**config.mk**
```make
export PLATFORM = sky130hd
export DESIGN_NAME = sp_packer
export DESIGN_NICKNAME = d
export VERILOG_FILES = /design/src/rtl/fpk_pkg.sv /design/src/rtl/fpk_shr.sv /design/src/rtl/fpk_round.sv /design/src/rtl/sp_packer.sv
export SDC_FILE = /design/constraint.sdc
export NUM_CORES = 1
export LEC_CHECK = 0
export BUFFER_PORTS_ARGS = -buffer_cell sky130_fd_sc_hd__buf_2
export CORE_UTILIZATION = 54
export DETAILED_ROUTE_END_ITERATION = 8
export MAX_ROUTING_LAYER = met4
export PLACE_DENSITY = 0.79
export SYNTH_ARGS = -nofsm -noshare
export SYNTH_HDL_FRONTEND = slang
export SYNTH_SLANG_ARGS = --single-unit
```
**constraint.sdc**
```tcl
create_clock -name clk -period 9.4 [get_ports clk]
set_input_delay 0.94 -clock clk [delete_from_list [all_inputs] [get_ports clk]]
set_output_delay 0.94 -clock clk [all_outputs]
set_load 0.02 [all_outputs]
```
**src/rtl/fpk_pkg.sv**
```systemverilog
package fpk_pkg;

  typedef enum logic [1:0] {
    CLS_ZERO = 2'd0,
    CLS_NUM  = 2'd1,
    CLS_INF  = 2'd2,
    CLS_NAN  = 2'd3
  } num_class_e;

  typedef enum logic [1:0] {
    RM_NEAR = 2'd0,
    RM_ZERO = 2'd1,
    RM_UP   = 2'd2,
    RM_DOWN = 2'd3
  } rmode_e;

  // True when an overflowing value of this sign must become infinity
  function automatic logic ovf_to_inf(input rmode_e mode, input logic sign);
    case (mode)
      RM_NEAR: return 1'b1;
      RM_ZERO: return 1'b0;
      RM_UP:   return ~sign;
      default: return sign;
    endcase
  endfunction

endpackage

```
**src/rtl/fpk_shr.sv**
```systemverilog
// Right shifter that folds every bit shifted out into a sticky bit.
module fpk_shr #(
  parameter int W    = 26,
  parameter int SH_W = 5
) (
  input  logic [W-1:0]    in_bits,
  input  logic            in_sticky,
  input  logic [SH_W-1:0] amt,
  output logic [W-1:0]    out_bits,
  output logic            out_sticky
);

  logic [W-1:0] stage_bits [0:SH_W];
  logic         stage_stk  [0:SH_W];

  assign stage_bits[0] = in_bits;
  assign stage_stk[0]  = in_sticky;

  for (genvar i = 0; i < SH_W; i++) begin : g_stage
    localparam int STEP = 2 ** i;
    localparam logic [W-1:0] DROP =
      (STEP >= W) ? {W{1'b1}} : W'((64'd1 << STEP) - 64'd1);

    assign stage_bits[i+1] = amt[i] ? (stage_bits[i] >> STEP) : stage_bits[i];
    assign stage_stk[i+1]  = stage_stk[i] | (amt[i] & (|(stage_bits[i] & DROP)));
  end

  assign out_bits   = stage_bits[SH_W];
  assign out_sticky = stage_stk[SH_W];

endmodule

```
**src/rtl/fpk_round.sv**
```systemverilog
// Rounds a W-bit significand using guard, round and sticky.
module fpk_round
  import fpk_pkg::*;
#(
  parameter int W = 24
) (
  input  logic [W-1:0] val,
  input  logic         guard,
  input  logic         rbit,
  input  logic         sticky,
  input  logic [1:0]   mode,
  input  logic         sign,
  output logic [W:0]   rounded,
  output logic         inexact,
  output logic         bumped
);

  rmode_e md;
  assign md      = rmode_e'(mode);
  assign inexact = guard | rbit | sticky;

  always_comb begin
    case (md)
      RM_NEAR: bumped = guard & (rbit | sticky | val[0]);
      RM_ZERO: bumped = 1'b0;
      RM_UP:   bumped = inexact & ~sign;
      default: bumped = inexact & sign;
    endcase
  end

  assign rounded = {1'b0, val} + (W+1)'(bumped);

endmodule

```
**src/rtl/sp_packer.sv**
```systemverilog
module sp_packer
  import fpk_pkg::*;
#(
  parameter int EXP_IN_W = 10,
  parameter int FRAC_W   = 23,
  parameter int EXPF_W   = 8
) (
  input  logic                         clk,
  input  logic                         rst,
  input  logic                         in_valid,
  input  logic [1:0]                   in_class,
  input  logic                         in_sign,
  input  logic signed [EXP_IN_W-1:0]   in_exp,
  input  logic [FRAC_W+2:0]            in_mant,
  input  logic                         in_sticky,
  input  logic [1:0]                   rnd_mode,
  input  logic                         uf_trap_en,
  output logic                         out_valid,
  output logic [FRAC_W+EXPF_W:0]       out_word,
  output logic                         out_ovf,
  output logic                         out_unf,
  output logic                         out_inx
);

  localparam int SIG_W    = FRAC_W + 1;
  localparam int MANT_W   = FRAC_W + 3;
  localparam int WORD_W   = FRAC_W + EXPF_W + 1;
  localparam int BIAS     = 2 ** (EXPF_W - 1) - 1;
  localparam int EXP_ONES = 2 ** EXPF_W - 1;
  localparam int SH_MAX   = MANT_W + 1;
  localparam int SH_W     = $clog2(SH_MAX + 1);
  localparam int BX_W     = ((EXP_IN_W > EXPF_W) ? EXP_IN_W : EXPF_W) + 2;

  num_class_e cls;
  rmode_e     md;
  assign cls = num_class_e'(in_class);
  assign md  = rmode_e'(rnd_mode);

  // Biased exponent and subnormal shift distance
  logic signed [BX_W-1:0] biased, deficit, exp_norm;
  logic                   is_sub;
  logic [SH_W-1:0]        shamt;

  assign biased  = $signed({{(BX_W-EXP_IN_W){in_exp[EXP_IN_W-1]}}, in_exp})
                 + $signed(BX_W'(BIAS));
  assign is_sub  = (biased <= 0);
  assign deficit = $signed(BX_W'(1)) - biased;

  always_comb begin
    if (!is_sub)
      shamt = '0;
    else if (deficit > $signed(BX_W'(SH_MAX)))
      shamt = SH_W'(SH_MAX);
    else
      shamt = deficit[SH_W-1:0];
  end

  logic [MANT_W-1:0] sh_bits;
  logic              sh_stk;

  fpk_shr #(.W(MANT_W), .SH_W(SH_W)) u_shr (
    .in_bits   (in_mant),
    .in_sticky (in_sticky),
    .amt       (shamt),
    .out_bits  (sh_bits),
    .out_sticky(sh_stk)
  );

  logic [SIG_W:0] rounded;
  logic           rnd_inx, rnd_up;

  fpk_round #(.W(SIG_W)) u_round (
    .val     (sh_bits[MANT_W-1:2]),
    .guard   (sh_bits[1]),
    .rbit    (sh_bits[0]),
    .sticky  (sh_stk),
    .mode    (rnd_mode),
    .sign    (in_sign),
    .rounded (rounded),
    .inexact (rnd_inx),
    .bumped  (rnd_up)
  );

  logic carry, ovf_cond;
  assign carry    = rounded[SIG_W];
  assign exp_norm = biased + $signed({{(BX_W-1){1'b0}}, carry});
  assign ovf_cond = !is_sub && (exp_norm >= $signed(BX_W'(EXP_ONES)));

  // Next packed word and flags
  logic [WORD_W-1:0] nxt_word;
  logic              nxt_ovf, nxt_unf, nxt_inx;

  always_comb begin
    nxt_word           = '0;
    nxt_word[WORD_W-1] = in_sign;
    nxt_ovf            = 1'b0;
    nxt_unf            = 1'b0;
    nxt_inx            = 1'b0;
    case (cls)
      CLS_ZERO: ;
      CLS_INF:  nxt_word[WORD_W-2 -: EXPF_W] = EXPF_W'(EXP_ONES);
      CLS_NAN: begin
        nxt_word[WORD_W-2 -: EXPF_W] = EXPF_W'(EXP_ONES);
        nxt_word[FRAC_W-1:0]         = in_mant[MANT_W-2:2];
      end
      default: begin
        nxt_inx = rnd_inx;
        if (is_sub) begin
          nxt_word[WORD_W-2 -: EXPF_W] = EXPF_W'(rounded[FRAC_W]);
          nxt_word[FRAC_W-1:0]         = rounded[FRAC_W-1:0];
          nxt_unf                      = !rounded[FRAC_W] && (rnd_inx || uf_trap_en);
        end else if (ovf_cond) begin
          if (ovf_to_inf(md, in_sign)) begin
            nxt_word[WORD_W-2 -: EXPF_W] = EXPF_W'(EXP_ONES);
            nxt_ovf                      = 1'b1;
          end else begin
            nxt_word[WORD_W-2 -: EXPF_W] = EXPF_W'(EXP_ONES - 1);
            nxt_word[FRAC_W-1:0]         = '1;
          end
        end else begin
          nxt_word[WORD_W-2 -: EXPF_W] = exp_norm[EXPF_W-1:0];
          nxt_word[FRAC_W-1:0]         = rounded[FRAC_W-1:0];
        end
      end
    endcase
  end

  always_ff @(posedge clk) begin
    if (rst) begin
      out_valid <= 1'b0;
      out_word  <= '0;
      out_ovf   <= 1'b0;
      out_unf   <= 1'b0;
      out_inx   <= 1'b0;
    end else begin
      out_valid <= in_valid;
      if (in_valid) out_word <= nxt_word;
      out_ovf <= in_valid & nxt_ovf;
      out_unf <= in_valid & nxt_unf;
      out_inx <= in_valid & nxt_inx;
    end
  end


  valid_follow_chk: assert property (@(posedge clk) disable iff (rst)
    in_valid |=> out_valid);

  valid_drop_chk: assert property (@(posedge clk) disable iff (rst)
    !in_valid |=> !out_valid);

  flags_idle_chk: assert property (@(posedge clk) disable iff (rst)
    !out_valid |-> !(out_ovf || out_unf || out_inx));

  ovf_is_inf_chk: assert property (@(posedge clk) disable iff (rst)
    out_ovf |-> (out_word[WORD_W-2:0] == {{EXPF_W{1'b1}}, {FRAC_W{1'b0}}}));

  rz_no_inf_chk: assert property (@(posedge clk) disable iff (rst)
    (in_valid && cls == CLS_NUM && md == RM_ZERO) |=>
      (out_word[WORD_W-2 -: EXPF_W] != EXPF_W'(EXP_ONES)));

  unf_subnormal_chk: assert property (@(posedge clk) disable iff (rst)
    out_unf |-> (out_word[WORD_W-2 -: EXPF_W] == '0));

  sign_kept_chk: assert property (@(posedge clk) disable iff (rst)
    in_valid |=> (out_word[WORD_W-1] == $past(in_sign)));

endmodule

```
======== Word-level counts from Yosys, hierarchy flattened ========
Index checks and enable logic that the tools add are counted.
storage, ports and cells
  flip-flop bits (word level) ............. 36
  latch bits .............................. 0
  memory bits (writable) .................. 0
  ROM bits ................................ 0
  bits of input ports ..................... 46
  output and inout bits ................... 36
  logic and storage cells ................. 76
  memories ................................ 0
operators by class
  add/subtract/negate cells ............... 4
  multiply operators ...................... 0
  div/mod/pow operators ................... 0
  magnitude comparators ................... 3
  eq/ne operators ......................... 4
  shift-type cells ........................ 0
  multiplexer cells ....................... 25
  bitwise logic cells ..................... 21
  reduce and logical (&&, ||, !) cells .... 14
operators by type and width
  operator               number
  $mux 26                5
  $mux 31                2
  $pmux 23 s2            1
  $add 24x1->25          1
  $mux 23                1
  $pmux 8 s2             1
  $reduce_or 16->1       1
  $add 11x2->12          1
  $ge 12x9->1 const B    1
  $gt 12x6->1 const B    1
  $sub 2x11->12 const A  1
  $add 10x8->11 const B  1
  $and 1x1->1            11
  $le 11x1->1 const B    1
  $mux 1                 11
  $mux 5                 2
  $or 1x1->1             9
  $reduce_or 8->1        1
  $eq 2x2->1 const B     3
  $pmux 1 s3             2
  $reduce_or 2->1        3
  $logic_not 2->1        2
  $reduce_or 4->1        1
  $reduce_or 3->1        1
  other kinds (5)        7

======== Logic depth before layout (Yosys ltp) ========
Gate-level depths: netlist of the first run.
  word-level depth ........................ 28
  depth in mapped cells ................... 47
  mapped depth without buffers ............ 41

======== By module ========
A second synthesis of the first run with hierarchy kept.
unflattened totals
  cells, all modules ...................... 579
  area, all modules ....................... 4857.2 um2
modules (own cells, without submodules)
  module     times used  cells an instance  area an instance (um2)
  sp_packer  1           305                2717.6
  fpk_shr    1           204                1641.6
  fpk_round  1           70                 498.0

======== Worst setup path before layout of the first run ========
OpenSTA, ideal clock, no wires.
  path kind ............................... input to register
  from .................................... input in_exp[0]
  to ...................................... register out_word[9]
  library setup time ...................... 0.070 ns
  arrival time ............................ 9.289 ns
  setup slack ............................. 0.041 ns
  stages on the path ...................... 44
  buffers on the path ..................... 6
  cell sequence ........................... clkbuf_1 inv_1 ha_1 clkbuf_1 xor2_1 inv_1 ha_1 o211ai_1 or4_1 buf_4 nor4_2 o21ai_1 o21ai_1 buf_4 buf_2 buf_1 mux2i_1 a22oi_1 (+8 left out) o211ai_1 nand2_4 or3_4 nor3_1 ha_1 ha_1 nand2_1 nand3_1 a211oi_1 o21bai_1 mux2i_1 o21ai_1 nand2b_1 nand2_1 o21ai_0 a21oi_1 a211o_1 a21oi_1
between the ends
  longest elaborated chain between the ends .. 23
RTL lines
  what                                          line                          text
  from (decl)                                   sp_packer.sv:13               input logic signed [EXP_IN_W-1:0] in_exp,
  $add 10x8->11 (*)                             sp_packer.sv:45               + $signed(BX_W'(BIAS));
  $sub 2x11->12                                 sp_packer.sv:47               assign deficit = $signed(BX_W'(1)) - biased;
  $gt 12x6->1                                   sp_packer.sv:52               else if (deficit > $signed(BX_W'(SH_MAX)))
  $mux 5                                        sp_packer.sv:52
  $mux 5                                        sp_packer.sv:50               if (!is_sub)
  $mux 26                                       fpk_shr.sv:24                 assign stage_bits[i+1] = amt[i] ? (stage_bits[i] >> STEP) : stage_bits[i];
  $mux 26 or $reduce_or 2->1 (tied branches)    fpk_shr.sv:24, fpk_shr.sv:25
  $mux 26 (tied with other cells) (2 in a row)  fpk_shr.sv:24
  (+6 left out)                                 --
  $pmux 1 s3                                    fpk_round.sv:23               case (md)
  $add 24x1->25                                 fpk_round.sv:31               assign rounded = {1'b0, val} + (W+1)'(bumped);
  $add 11x2->12                                 sp_packer.sv:86               assign exp_norm = biased + $signed({{(BX_W-1){1'b0}}, carry});
  $ge 12x9->1                                   sp_packer.sv:87               assign ovf_cond = !is_sub && (exp_norm >= $signed(BX_W'(EXP_ONES)));
  $logic_and 1x1->1                             sp_packer.sv:87
  $mux 31                                       sp_packer.sv:112              end else if (ovf_cond) begin
  $mux 31 (*)                                   sp_packer.sv:108              if (is_sub) begin
  $pmux 23 s2 (*)                               sp_packer.sv:99               case (cls)
  to (signal assigned)                          sp_packer.sv:137              if (in_valid) out_word <= nxt_word;
  to (decl)                                     sp_packer.sv:19               output logic [FRAC_W+EXPF_W:0] out_word,
Mark *: on every way between the ends. The rest lies on a longest branch, timed or not.
A chain may end at the register's enable or synchronous reset.

======== Worst setup path in the final report of the first run ========
  from .................................... input in_exp[0]
  to ...................................... register out_word[19]
The elaborated chain is that of the path after synthesis.

==> summary.txt, run 1 <==
STA
  – Max-slew violation count: 0
  – Worst relative slew slack: 41.3%
  – Worst Tran Pin Value: between 0.8 and 0.9 ns
  – Fin worst setup slack: 0.471 ns
  – Final Hold Viols: 0
  – RSZ-0062 raised after global routing: no
  – Max Freq: approximately 110 MHz
  – Hold slack final: ~0.48 ns
  – Min Clock Period, post-route: 8.93 ns
  – Clk_skew: 0 ns
  – Setup_tns: 0 ns
  – Part of the cycle the worst path needs: between 90% and 100%
  – Final setup viols: 0

Detailed routing
  – ANT nets after route: 0
  – Wirelength per Cell: 23.4 um
  – First-pass DRT Iterations: 6
  – Final WL: 24.8 mm
  – Via count: 7,579
  – Drc violations: 0
  – DR iter-0 viols: slightly above 900
  – Vias per cell: 7.14

Yosys
  – Register area share after synthesis: ~12%
  – Synthesis-stage register bit count: 36
  – Ys async rst share: 0%
  – Number of library cell types mapped by synthesis: 99
  – Syn avg cell area: slightly below 7 sq um
  – Post-Syn Area: 5780 sq um
  – Yosys top cell area share: 12.5%
  – Synth Area in XOR/XNOR: between 5 and 6%
  – Mapped Cells: 831
  – Mux contribution to synthesized area: 4.05%
  – Synth warn: 0
  – Synth area leaders: dfxtp_1, nor2_1, a21oi_1
  – Syn Nets: 886
  – Synth Area in Adders: 1.95%
  – Complex-gate fraction of the synthesized area: 41.3%
  – Largest family of logic cells by synthesized area: compound AO/OA/AOI/OAI gates
  – EDFF count, synth: 0
  – Synth Area in Simple Gates: 27.6%
  – Post-synth top area cell: dfxtp_1
  – Primary FF master, synth: dfxtp_1

Clock network
  – H-tree levels: 2
  – CTS tree: built
  – Worst-case clock buffer depth: 2
  – CTS Buf Count: 5
  – Root Driver: clkbuf_8
  – CTS Sinks: 36
  – Worst-path clk slew: 0.08 ns
  – Clock insertion delay at the later pin of the skew report: roughly 0.3 ns
  – Hold buffer count at cts: 0

Floorplan
  – # IOs: 82
  – Die Area: 11,100 sq um
  – Die width: 105 um
  – Die H: approximately 110 um
  – Initial Utilization: 55.7%
  – FP Rows: 37
  – Core ar.: 10,400 sq um

Global route
  – Grt met1 use: a little under three fifths
  – Number of global-route vias before repair: 6,904
  – First-pass GRT wire length: about 38 mm
  – Antenna violations before repair: 0
  – GR peak layer: met2
  – M3 GR Usage: 8.66%
  – Total Routing Usage GR: 44.9%
  – Met2 GRT Util: 67.2%
  – Gr ovfl total: 0
  – Largest net degree at the start of global routing: slightly above 60

Placement
  – IO buf count: 81
  – Place WS: -0.232 ns
  – RePlAce Congestion: 1.08
  – Placed cell areas: 6460 sq um
  – DPL Wire Length: between 15 and 20 mm

Critical path
  – Type of destination of the critical path: flop
  – Flop-to-flop setup slack: 8.35 ns
  – Crit path launch type: input port
  – Maximum fanout along the worst path: 17
  – Worst path arrival time: 9.09 ns
  – CP Class: input port to flop
  – CP Data Required Time: about 9.6 ns
  – Slowest cell delay on critical path: 0.59 ns
  – Reg-to-reg endpoint: out_word[14]
  – Register-to-Register Path Depth: 4
  – Crit path launch: in_exp[0]
  – CP endpoint: out_word[19]
  – Critical path's most frequent cell: buf_4
  – Slowest stage cell, crit path: or4_4
  – Reg2Reg Launch Point: out_word[14]

Min path
  – HP Class: flop to flop

Cells and area
  – Design Area, Final: 6830 sq um
  – Most frequent cells in the layout: nor2_1, buf_2, nand2_1
  – Filler cells: 975
  – Reg area: 721 sq um
  – Share of cells above drive strength 1: 25.0%
  – Layout area overhead: 18.2%
  – Post-layout net count: 978
  – Most common cell after layout, fill and taps aside: nor2_1
  – Area occupied by multi-input gates: about 4800 sq um

Power
  – Leakage power: 2.69 nW
  – Power density over the cells: between 100 and 150 nW/um^2
  – Worst vdd ir: about 100 uV
  – Design Power: 0.781 mW

Run status
  – Outcome: completed

Job
  – Max-Cap Viols: 0
## repair_timing
action,4_1_cts,5_1_grt
setup endpoints to repair,0,31
gates resized for setup,0,34
buffers inserted,0,12
## where the power goes
group	internal, mW	total (mW)	leakage [nW]	switching [mW]
registers	0.163	0.168	0.297	0.00519
clock network	0.0786	0.142	0.0541	0.0631
logic	0.164	0.471	2.34	0.307
## worst max-delay path: cells and delay by family
family	cells	cell delay (ns)
AO/OA/AOI/OAI	11	2.07
adder cells (fa/ha/maj)	4	0.86
buffers and inverters	5	0.88
multiplexers	3	0.79
AND/OR/NAND/NOR	14	3.54
## Yosys cell counts (4+ instances only)
library cell,instances
o31a_1,5
or2_2,4
a21o_1,5
a31o_2,4
nor4_1,11
buf_2,12
xnor2_1,23
a211oi_2,4
mux2i_1,20
or3_1,8
nand4_1,7
o21ai_2,4
or4_1,6
o31ai_1,7
dfxtp_1,36
a221oi_1,6
nor2_1,85
o21ai_0,36
o32ai_1,5
clkbuf_1,39
nand3_1,30
nand2_1,73
o22ai_1,17
and3_1,8
a22oi_1,8
nor3b_1,4
ha_1,9
o21ai_1,7
nand2b_1,5
inv_1,27
buf_1,5
a21oi_1,55
o221ai_1,15
xor2_1,10
a31oi_1,21
buf_6,8
nor2b_1,18
a211oi_1,33
nor3_1,33
and2_1,7
a311oi_1,8
o211ai_1,19
## per-stage QoR
step                utilization, %  std cells
global placement              62.3       1039
global route                  65.9       1060
finish                        65.9       1061
CTS                           63.4       1047
detailed placement            62.3       1039
floorplan                        -        831
## flip-flops by register name, indices dropped and copies added (netlist names)
signal	cells
out_word	32
out_inx	1
out_valid	1
out_unf	1
out_ovf	1
## worst min path at each step
stage	start	endpoint	slack (ns)	depth (start not counted)
CTS	out_word[7]	out_word[7]	0.48	2
global placement	out_word[7]	out_word[7]	0.46	2
detailed placement	out_word[7]	out_word[7]	0.47	2
finish	out_word[7]	out_word[7]	0.48	2
global route	out_word[26]	out_word[26]	0.51	2
floorplan	out_word[4]	out_word[4]	0.55	2
## routing by layer
metal  routed length [um]  up-vias
met5                    0        -
met4                 1480        0
li1                     -     3397
met3                 2880      137
met2                10600      569
met1                 9790     3476
## cells by family after synthesis
family | count (synthesis)
compound gates | 319
simple gates | 317
buf+inv | 94
flops | 36
xor+xnor | 33
mux | 23
fa+ha+maj | 9
## cell type report
cell class,instances,share of cell area [%]
well taps,136,2.49
diodes,1,0.0366
flip-flops and latches,36,10.5
clock buffers,5,1.01
clock inverters,3,0.623
multi-input cells,702,70.2
inverters,27,1.48
repair buffers,151,13.6
No activity file was read; power rests on OpenSTA's default activity.
==> run 2, diff against run 1 <==
- REMOVE_ABC_BUFFERS: default -> 1
==> run 2 against run 1 <==
  * Hold slack better by 0.0051 ns
  * Register-to-register slack better by 0.03 ns
  * Clock power about the same
  * Global-route usage fell by 1.8 points
  * Critical path type unchanged
  * First-iteration DRC count increased by 30%
  * Combinational power fell by 3%
  * Clock-buffer cell count did not move
  * Sequential power is essentially flat
  * Via count fell by 1.1%
  * Die area unchanged
  * Non-clock buffer count is 13 lower
==> summary.txt, run 2 (synthesized netlist as in run 1, its figures left out) <==
Run status
  – Outcome: completed

Detailed routing
  – DR iter-0 viols: 1,180 (+30%)
  – Vias per cell: 7.16 (+0.28%)
  – Final WL: 23.9 mm (-3.7%)
  – Via count: 7,493 (-1.1%)
  – ANT nets after route: 0 (unchanged)
  – Drc violations: 0 (unchanged)
  – First-pass DRT Iterations: 6 (unchanged)
  – Wirelength per Cell: 22.8 um (-2.3%)

Job
  – Max-Cap Viols: 0 (unchanged)

Floorplan
  – # IOs: 82 (unchanged)
  – Die width: 105 um (unchanged)
  – Initial Utilization: 55.7% (unchanged)
  – Die H: 105 um (unchanged)
  – Die Area: 11,100 sq um (unchanged)
  – Core ar.: 10,400 sq um (unchanged)
  – FP Rows: 37 (unchanged)

Power
  – Leakage power: 2.60 nW (-3.2%)
  – Power density over the cells: 115 nW/um^2 (+0.30%)
  – Design Power: 0.764 mW (-2.1%)
  – Worst vdd ir: 124 uV (+24%)

STA
  – Final setup viols: 0 (unchanged)
  – RSZ-0062 raised after global routing: no
  – Max Freq: 112 MHz (-0.18%)
  – Worst Tran Pin Value: 0.845 ns (-0.0350 ns)
  – Worst relative slew slack: 43.7% (+2.3 points)
  – Max-slew violation count: 0 (unchanged)
  – Final Hold Viols: 0 (unchanged)
  – Part of the cycle the worst path needs: 95.2% (+0.17 points)
  – Clk_skew: 0 ns (unchanged)
  – Min Clock Period, post-route: 8.94 ns (+0.0159 ns)
  – Setup_tns: 0 ns (unchanged)

Min path
  – HP Start: out_word[28]
  – HP Class: flop to flop
  – Hold EP: out_word[28]
  – Hold depth: 2 (unchanged)

Critical path
  – Slowest cell delay on critical path: 0.59 ns (about the same)
  – Slowest stage cell, crit path: or4_1
  – Worst path arrival time: 9.11 ns (+0.02 ns)
  – Crit path launch type: input port
  – Reg2Reg Launch Point: out_word[6]
  – Register-to-Register Path Depth: 4 (unchanged)
  – Type of destination of the critical path: flop
  – CP Class: input port to flop
  – Maximum fanout along the worst path: 15 (-2)
  – Reg-to-reg endpoint: out_word[6]
  – CP Data Required Time: 9.57 ns (about the same)
  – Flop-to-flop setup slack: 8.38 ns (+0.03 ns)

Global route
  – Largest net degree at the start of global routing: 61 (unchanged)
  – Grt met1 use: 59.7% (+2.4 points)
  – M3 GR Usage: 7.30% (-1.4 points)
  – Antenna violations before repair: 0 (unchanged)
  – Number of global-route vias before repair: 6,505 (-5.8%)
  – Gr ovfl total: 0 (unchanged)
  – Total Routing Usage GR: 43.0% (-1.8 points)
  – Met2 GRT Util: 59.3% (-7.8 points)
  – GR peak layer: met1
  – First-pass GRT wire length: 36.3 mm (-4.9%)

Clock network
  – Worst-case clock buffer depth: 2 (unchanged)
  – CTS Buf Count: 5 (unchanged)
  – Worst-path clk slew: 0.08 ns (about the same)
  – CTS tree: built
  – H-tree levels: 2 (unchanged)
  – CTS Sinks: 36 (unchanged)
  – Root Driver: clkbuf_8
  – Clock insertion delay at the later pin of the skew report: 0.30 ns (about the same)

Cells and area
  – Most common cell after layout, fill and taps aside: nor2_1
  – Post-layout net count: 964 (-1.4%)
  – Cell Count, Final, Fillers Out: 1,046 (-1.4%)
  – Ant diodes: 0 (-1)
  – Biggest register: out_word
  – Share of cells above drive strength 1: 23.1% (-1.9 points)
  – Max FFs per register: 32 (unchanged)
  – Layout area overhead: 15.4%
  – Most frequent cells in the layout: nor2_1, buf_2, nand2_1

Placement
  – DPL Wire Length: 18.4 mm (-3.4%)
  – # placed instances: 1,037 (-0.19%)
  – RePlAce Congestion: 1.10 (+1.8%)
  – IO buf count: 81 (unchanged)
[run 2: cell types whose count changed in the layout (fill, tap and decap cells not counted), sizes merged]
cell	previous run	this run
a21oi	60	59
buf	151	138
diode	1	0
[run 2: final cells by class]
cell class / count / area [sq um]
well taps: 136 / 170
inverters: 27 / 101
fillers: 993 / 3700
flip-flops and latches: 36 / 721
clock inverters: 3 / 42.5
repair buffers: 138 / 846
clock buffers: 5 / 68.8
multi-input cells: 701 / 4720
[run 2: timing repair]
action	in CTS	in global routing
gates resized for setup	0	21
hold buffers	0	0
setup endpoints to repair	0	15
buffers inserted	0	1
[run 2: through the flow]
| step | hold slack (ns) | area, sq um | utilization [%] | worst slack, ns |
|---|---|---|---|---|
| floorplan | 0.546 | 5440 | - | -0.965 |
| global placement | 0.464 | 6460 | 62.3 | 0.294 |
| global route | 0.510 | 6670 | 64.3 | 0.0258 |
| detailed placement | 0.476 | 6460 | 62.3 | -0.0316 |
| CTS | 0.489 | 6570 | 63.3 | 0.265 |
| finish | 0.486 | 6670 | 64.3 | 0.455 |
[run 2: critical path, delay by kind of cell]
family | cells | cell delay (ns)
AOI/OAI and AO/OA | 14 | 3.14
adders and majority gates | 4 | 0.86
buffers and inverters | 5 | 0.82
muxes | 2 | 0.45
and+or+nand+nor | 13 | 2.90
[run 2: worst max path at each step]
stage,cells past startpoint,start,slack (ns),endpoint
final,38,in_exp[0],0.46,out_word[19]
after global routing,42,in_exp[1],0.03,out_word[21]
after CTS,41,in_exp[1],0.26,out_word[21]
after detailed placement,41,in_exp[1],-0.03,out_word[21]
after global placement,40,in_exp[1],0.29,out_word[21]
after floorplan,36,in_exp[0],-0.96,out_word[9]
[run 2: report_power, final]
part | switching, mW | internal, mW | total (mW) | leakage, nW
logic | 0.300 | 0.158 | 0.459 | 2.25
clock network | 0.0601 | 0.0785 | 0.139 | 0.0541
registers | 0.00466 | 0.163 | 0.167 | 0.297
total | 0.365 | 0.399 | 0.764 | 2.60
[run 2: routing by layer]
layer  wire, um  up-vias
met2       9840      614
met3       3250       89
met1       9730     3430
met5          0        -
met4       1060        0
li1           -     3360
==> run 3, diff against run 2 <==
- CORE_UTILIZATION: 54 -> 60
- PLACE_DENSITY: 0.79 -> 0.83
- clock period: 9.4 -> 10.9 ns (I/O delays scaled with it)
==> run 3 against run 2 <==
  * Sequential power is 13% lower
  * Final cell count down 4.3%
  * Die area down 9.8%
  * Hold slack lost 0.0034 ns
  * Clock power down 14%
  * Critical path type unchanged
  * Highest routed layer unchanged
==> summary.txt, run 3 (synthesized netlist as in run 1, its figures left out) <==
Critical path
  – CP Data Required Time: 11.08 ns (+1.51 ns)
  – Type of destination of the critical path: flop
  – Slowest stage cell, crit path: or4_4
  – Critical path's most frequent cell: ha_1
  – Maximum fanout along the worst path: 12 (-3)
  – CP Class: input port to flop
  – Slowest cell delay on critical path: 0.65 ns (+0.06 ns)
  – Worst path arrival time: 10.63 ns (+1.52 ns)
  – Crit path launch type: input port

Power
  – Design Power: 0.635 mW (-17%)
  – Int Pwr: 0.324 mW (-19%)
  – NetSw: 0.310 mW (-15%)
  – Clock Power Share: 18.9% (+0.8 points)
  – Sw Share: 48.9% (+1.1 points)
  – Combinational fraction of design power: 58.3% (-1.7 points)
  – Worst vdd ir: 54.8 uV (-56%)
  – Sequential power share: 22.8% (+0.9 points)
  – Power density over the cells: 101 nW/um^2 (-12%)
  – Leakage power: 2.39 nW (-8.1%)

Run status
  – Outcome: completed

Cells and area
  – Filler cells: 822 (-17%)
  – Post-layout net count: 923 (-4.3%)
  – Most common cell after layout, fill and taps aside: nor2_1
  – Max FFs per register: 32 (unchanged)
  – Share of cells above drive strength 1: 18.1% (-5.0 points)
  – Design Area, Final: 6260 sq um (-6.1%)
  – Biggest register: out_word
  – Most frequent cells in the layout: nor2_1, buf_2, nand2_1
  – Layout area overhead: 8.38%
  – Utilization after layout: 67.5% (+3.1 points)

STA
  – Worst relative slew slack: 29.8% (-14 points)
  – Max Freq: 95.7 MHz
  – Hold slack final: 0.483 ns (-0.00335 ns)
  – Min Clock Period, post-route: 10.45 ns
  – Final setup viols: 0 (unchanged)
  – Worst Tran Pin Value: 1.05 ns (+0.204 ns)
  – Max-slew violation count: 0 (unchanged)
  – Part of the cycle the worst path needs: 95.9%
  – Clk_skew: 0 ns (unchanged)
  – Final Hold Viols: 0 (unchanged)

Clock network
  – CTS resizes: 0 (unchanged)
  – H-tree levels: 2 (unchanged)
  – Hold buffer count at cts: 0 (unchanged)
  – Number of setup buffers added after CTS: 0 (unchanged)
  – Root Driver: clkbuf_8
  – Worst-path clk slew: 0.07 ns (about the same)
  – CTS Sinks: 36 (unchanged)
  – Clock insertion delay at the later pin of the skew report: 0.29 ns (about the same)
  – CTS tree: built
  – CTS Buf Count: 5 (unchanged)
  – Worst-case clock buffer depth: 2 (unchanged)

Detailed routing
  – First-pass DRT Iterations: 8 (+2)
  – ANT nets after route: 0 (unchanged)
  – Wirelength per Cell: 24.1 um (+5.7%)
  – Vias per cell: 7.57 (+5.7%)
  – DR iter-0 viols: 1,300 (+10%)
  – Final WL: 24.1 mm (+1.1%)
  – Via count: 7,579 (+1.1%)
  – Drc violations: 0 (unchanged)

Floorplan
  – Core ar.: 9280 sq um (-10%)
  – Die Area: 10,000 sq um (-9.8%)
  – Initial Utilization: 62.2% (+6.5 points)
  – FP Rows: 35 (-5.4%)
  – Die H: 100 um (-5.0%)
  – # IOs: 82 (unchanged)
  – Die width: 100 um (-5.0%)

Placement
  – DPL Wire Length: 17.9 mm (-2.8%)
  – Placed cell areas: 6140 sq um (-5.0%)
  – RePlAce Congestion: 1.17 (+6.0%)
  – IO buf count: 81 (unchanged)

Global route
  – Total Routing Usage GR: 48.4% (+5.3 points)
  – Gr ovfl total: 0 (unchanged)
  – First-pass GRT wire length: 36.8 mm (+1.5%)
  – Number of global-route vias before repair: 6,775 (+4.2%)
  – Largest net degree at the start of global routing: 61 (unchanged)
  – Antenna violations before repair: 1 (+1)

Min path
  – HP Class: flop to flop

Job
  – Max-Cap Viols: 0 (unchanged)
==> run 3: cell count changes in the layout (fill, tap and decap cells not counted), moves of 2 or more <==
| cell | change |
|---|---|
| o21ai_4 | -2 |
| a211oi_2 | -2 |
| a21oi_1 | +3 |
| diode_2 | +3 |
| a211oi_4 | -2 |
| buf_4 | -40 |
| a211oi_1 | +4 |
| a21oi_2 | -3 |
==> run 3: area by class of cell <==
cell class	count	area, sq um	area share [%]
clock buffer	6	72.6	1.16
antenna	3	7.51	0.120
clock inverter	2	35.0	0.559
inverter	27	101	1.62
multi-input combinational	701	4640	74.1
sequential	36	721	11.5
tap	129	161	2.58
timing repair buffer	97	526	8.39
==> run 3: final timing paths <==
check	startpoint	end	slack, ns	cells past startpoint
worst max-delay path	in_exp[0]	out_word[21]	0.45	40
worst max register to register	out_word[6]	out_word[6]	9.86	4
worst min register to register	out_word[28]	out_word[28]	0.48	2
worst min-delay path	out_word[28]	out_word[28]	0.48	2
==> run 3: power by group through the flow <==
stage	registers [mW]	clock network [mW]	logic, mW
6_report	0.145	0.120	0.370
5_1_grt	0.146	0.123	0.386
4_1_cts	0.145	0.119	0.349
3_5_place_dp	0.148	0	0.346
3_3_place_gp	0.147	0	0.346
2_1_floorplan	0.158	0	0.214
==> run 3: per-layer routing <==
metal / vias to the layer above / track usage, % / part of all wire (%) / wire length [um]
met2: 718 / 69.8 / 41 / 9890
met3: 182 / 13.2 / 15 / 3560
met5: - / - / 0 / 0
li1: 3283 / - / - / -
met4: 0 / 25.3 / 7.1 / 1700
met1: 3396 / 61.4 / 37 / 8990
==> run 3: worst max-delay path, delay by kind of cell <==
kind	cells	cell delay, ns
compound gates	17	3.65
simple gates	12	3.38
mux	1	0.16
fa+ha+maj	6	1.66
buf+inv	3	0.44
xor+xnor	1	0.23
==> run 3: metrics by stage <==
stage	setup WS [ns]	setup TNS (ns)	cells
2_1_floorplan	0.385	0	764
4_1_cts	0.532	0	998
5_1_grt	-0.0208	-0.0208	999
6_report	0.449	0	1001
3_5_place_dp	0.294	0	990
3_3_place_gp	0.633	0	990
